File: config.mk
export PLATFORM = sky130hd
export DESIGN_NAME = slide_rem_det
export DESIGN_NICKNAME = d
export VERILOG_FILES = /design/src/rtl/slide_rem_det.sv
export SDC_FILE = /design/constraint.sdc
export NUM_CORES = 2
export LEC_CHECK = 0
export BUFFER_PORTS_ARGS = -buffer_cell sky130_fd_sc_hd__buf_2
export CAP_MARGIN = 20
export CORE_MARGIN = 2
export CORE_UTILIZATION = 41
export DETAILED_ROUTE_END_ITERATION = 10
export PLACE_DENSITY = 0.6
export SLEW_MARGIN = 30
export SYNTH_ARGS = -nofsm -noshare
export SYNTH_HDL_FRONTEND = slang
export SYNTH_SLANG_ARGS = --single-unit
File: constraint.sdc
create_clock -name clk -period 1.8 [get_ports clk]
set_input_delay 0.36 -clock clk [delete_from_list [all_inputs] [get_ports clk]]
set_output_delay 0.36 -clock clk [all_outputs]
set_load 0.01 [all_outputs]
File: src/rtl/slide_rem_det.sv
`timescale 1ns/1ps
module slide_rem_det #(
  parameter int WIN  = 1024,
  parameter int GLEN = 76,
  parameter logic [GLEN-1:0] GEN = 76'h8000000000000000427
) (
  input  logic              clk,
  input  logic              rst,
  input  logic              in_valid,
  input  logic              in_bit,
  output logic [GLEN-2:0]   rem_out,
  output logic              match
);
  localparam int REM_W = GLEN - 1;
  localparam int FW    = $clog2(WIN + 1);

  function automatic logic [REM_W-1:0] xpow_mod();
    logic [REM_W-1:0] r;
    logic             top;
    r = REM_W'(1);
    for (int i = 0; i < WIN; i++) begin
      top = r[REM_W-1];
      r   = {r[REM_W-2:0], 1'b0};
      if (top) r = r ^ GEN[REM_W-1:0];
    end
    return r;
  endfunction

  localparam logic [REM_W-1:0] DROP_K = xpow_mod();

  logic [WIN-1:0]   hist;
  logic [FW-1:0]    fill;
  logic [REM_W-1:0] step, nxt;
  logic             full_nxt;

  assign step     = {rem_out[REM_W-2:0], in_bit} ^ (rem_out[REM_W-1] ? GEN[REM_W-1:0] : '0);
  assign nxt      = step ^ (hist[WIN-1] ? DROP_K : '0);
  assign full_nxt = fill >= FW'(WIN - 1);

  always_ff @(posedge clk) begin
    if (rst) begin
      hist    <= '0;
      fill    <= '0;
      rem_out <= '0;
      match   <= 1'b0;
    end else begin
      match <= 1'b0;
      if (in_valid) begin
        hist    <= {hist[WIN-2:0], in_bit};
        rem_out <= nxt;
        match   <= full_nxt && (nxt == '0);
        if (fill != FW'(WIN)) fill <= fill + 1'b1;
      end
    end
  end
endmodule


==> summary.md <==
| Metric | Value |
|---|---|
| Initial antenna violation count | `0` |
| CTS Buf Count | `112` |
| Mapped Cells | `3741` |
| Post CTS Setup Buffer Count | `0` |
| ANT nets after route | `0` |
| Pin count of the biggest net entering global routing | `154` |
| Die height | `315 um` |
| Fin. Hold Viols | `0` |
| Placed inst area | `41800 um2` |
| Max cap viols | `0` |
| Number of distinct library cells after synthesis | `32` |
| Fin Clk Skew | `0.0141 ns` |
| Dpl hpwl | `~35 mm` |
| # DRC | `0` |
| # nets final | `3768` |
| Worst slew margin | `52.0%` |
| Synth Area in XOR/XNOR | `less than 1%` |
| CTS tree | `built` |
| GR Util All Layers | `12.1%` |
| Routed length per instance | `11.6 um` |
| FFs w/ async S/R, synth | `0%` |
| Synth Area in Adders | `0.0631%` |
| # clock sinks | `1111` |
| FMAX | `between 500 and 600 MHz` |
| DIE AREA | `99300 um2` |
| Seq/Total Area, Yosys | `56.1%` |
| Status | `complete, no violations` |
| Core area | `96300 um2` |
| Routability Congestion | `0.795` |
| Worst Max-Slew Pin Slew | `0.719 ns` |
| CTS clk-pin slew, worst paths | `0.06 ns` |
| EDFF count, synth | `0` |
| Ys Warns | `0` |
| Setup ws final | `0.123 ns` |
| Gr ovfl total | `0` |
| Mapped Area | `39700 um2` |
| Clk buf depth | `3` |
| CP max stage delay | `0.47 ns` |
| Final Setup Violations | `0` |
| Final instance area | `45600 um2` |
| Compound-Gate Fraction of Synth Area | `0.810%` |
| # diodes | `0` |
| Port bufs | `79` |
| Crit-path slowest cell | `dfxtp_1` |
| Crit-path leading delay family | `flip-flops` |
| Vias in the first global route | `22900` |
| Pre-antenna DRT Iters | `4` |
| Largest family of logic cells by synthesized area | `multiplexers` |
| FP Rows | `114` |
| Mux contribution to synthesized area | `27.0%` |
| Crit path time final | `between 1.5 and 2 ns` |
| Filler instances | `8909` |
| Final period util | `93.2%` |
| Kind of critical path | `flop to output port` |
| Type of the tightest min-delay check | `flop to flop` |
| Initial core utilization | `just over 40%` |
| Clk_lat worst skew | `about 0.67 ns` |
| Fraction of the mapped netlist area in simple logic gates | `11.4%` |
| RSZ-0062 raised after global routing | `no` |
| CP bufs+invs | `1` |
| CP arrival | `1.32 ns` |
| Layout cells sized above 1 | `10.1%` |
| Die X | `315 um` |
| Htree depth | `3` |
| Primary FF master, synth | `dfxtp_1` |
| Critical Path RT | `approximately 1.4 ns` |
| DR vias | `23700` |
| PostCTS Resize Cnt | `0` |
| Area growth from synthesis to layout | `15.0%` |
| Root Driver | `clkbuf_16` |
| Worst VDD drop | `0.799 mV` |
| Yosys reg bits | `1111` |
| Setup WS pre-CTS | `~0.13 ns` |
| Sum Neg Setup Slack | `0 ns` |
| Top Ports | `80` |
| Fin. max-slew vios | `0` |
| Routed vias/inst | `4.62` |
| Post-Route WL | `59.7 mm` |
| Syn Nets | `about 3700` |
| Setup crit start kind | `flop` |
| CP Capture Type | `output port` |
| Initial DRC Count | `1092` |
| First-pass GRT wire length | `106 mm` |
| Maximum fanout along the worst path | `5` |
| Lkg Pwr | `20.1 nW` |
| Synthesized area per cell | `10.6 um2` |
| CP Cell Sequence | `buf_2` |
| Power Density | `approximately 1100 nW/um2` |
==> per-stage QoR <==
step | hold WS, ns | power, mW | util, % | std cells
5_1_grt | 0.503 | 52.1 | 47.4 | 5131
3_3_place_gp | 0.470 | 27.4 | 43.4 | 4921
3_5_place_dp | 0.480 | 27.4 | 43.4 | 4921
6_report | 0.482 | 50.0 | 47.4 | 5131
2_1_floorplan | 0.460 | 26.9 | - | 3741
4_1_cts | 0.488 | 51.0 | 47.4 | 5131
==> routing by layer <==
layer | vias to the layer above | routed length [um] | GRT usage [%]
met2 | 186 | 26000 | 19.7
met4 | 0 | 1790 | 4.30
met5 | - | 0 | 0
met3 | 126 | 1800 | 2.59
met1 | 10900 | 30000 | 15.9
li1 | 12500 | - | -
==> flip-flops by register name, indices dropped and copies added, names as in the netlist <==
name	cells
hist	1024
fill	11
match	1
rem_out	75
==> area by class of cell <==
class | instances | area (um2) | share of cell area (%)
clock buffer | 174 | 3460 | 7.58
clock inverter | 33 | 344 | 0.754
inverter | 5 | 18.8 | 0.0411
multi-input combinational | 2329 | 16000 | 35.1
sequential | 1111 | 22200 | 48.8
tap | 1276 | 1600 | 3.50
timing repair buffer | 203 | 1960 | 4.30
==> worst min-delay path: stages, from the launching register on <==
cell,delay [ns]
dfxtp_1,0.32
mux2i_1,0.06
nor2_1,0.07
==> repair_timing <==
item | CTS | global route
hold buffers | 3 | 0
endpoints found under the setup margin | 0 | 0
hold endpoints to repair | 13 | 0
==> cells in the final DEF (no fill, tap or decap), drive strengths merged, types with 6 or more instances in the layout <==
master	n
a211oi	34
buf	200
clkbuf	174
clkinv	23
dfxtp	1111
inv	9
mux2i	1072
nand2	6
nand3	6
nand4	9
nor2	1110
nor4	13
or4	6
xnor2	41
==> synthesized netlist by cell type, types with 7 or more instances <==
| cell type | n | area share [%] |
|---|---|---|
| a211oi_1 | 34 | 0.64 |
| buf_1 | 7 | 0.066 |
| buf_2 | 122 | 1.5 |
| buf_4 | 39 | 0.74 |
| clkbuf_1 | 127 | 1.2 |
| dfxtp_1 | 1111 | 56 |
| mux2i_1 | 1072 | 27 |
| nand4_1 | 9 | 0.14 |
| nor2_1 | 1110 | 11 |
| nor4_1 | 13 | 0.20 |
| xnor2_1 | 41 | 0.91 |
==> power breakdown <==
part	internal [mW]	switching [mW]	total, mW
clock network	13.9	9.31	23.2
logic	0.894	1.20	2.09
registers	24.7	0.0899	24.8
==> kinds of logic (layout without fill, tap and decap cells) <==
| family | count (synthesis) | count (layout) |
|---|---|---|
| xor+xnor | 45 | 45 |
| mux | 1072 | 1072 |
| buf+inv | 301 | 415 |
| fa+ha+maj | 2 | 2 |
| compound gates | 43 | 43 |
| simple gates | 1167 | 1167 |
| flops | 1111 | 1111 |
==> final timing paths <==
| check | start | endpoint | slack [ns] | depth (start not counted) |
|---|---|---|---|---|
| hold / removal | hist[301] | hist[302] | 0.48 | 2 |
| setup / recovery | rem_out[63] | rem_out[63] | 0.12 | 1 |
| hold reg to reg | hist[301] | hist[302] | 0.48 | 2 |
| setup reg to reg | hist[1023] | match | 0.16 | 5 |
(Power assumes the default switching activity.)
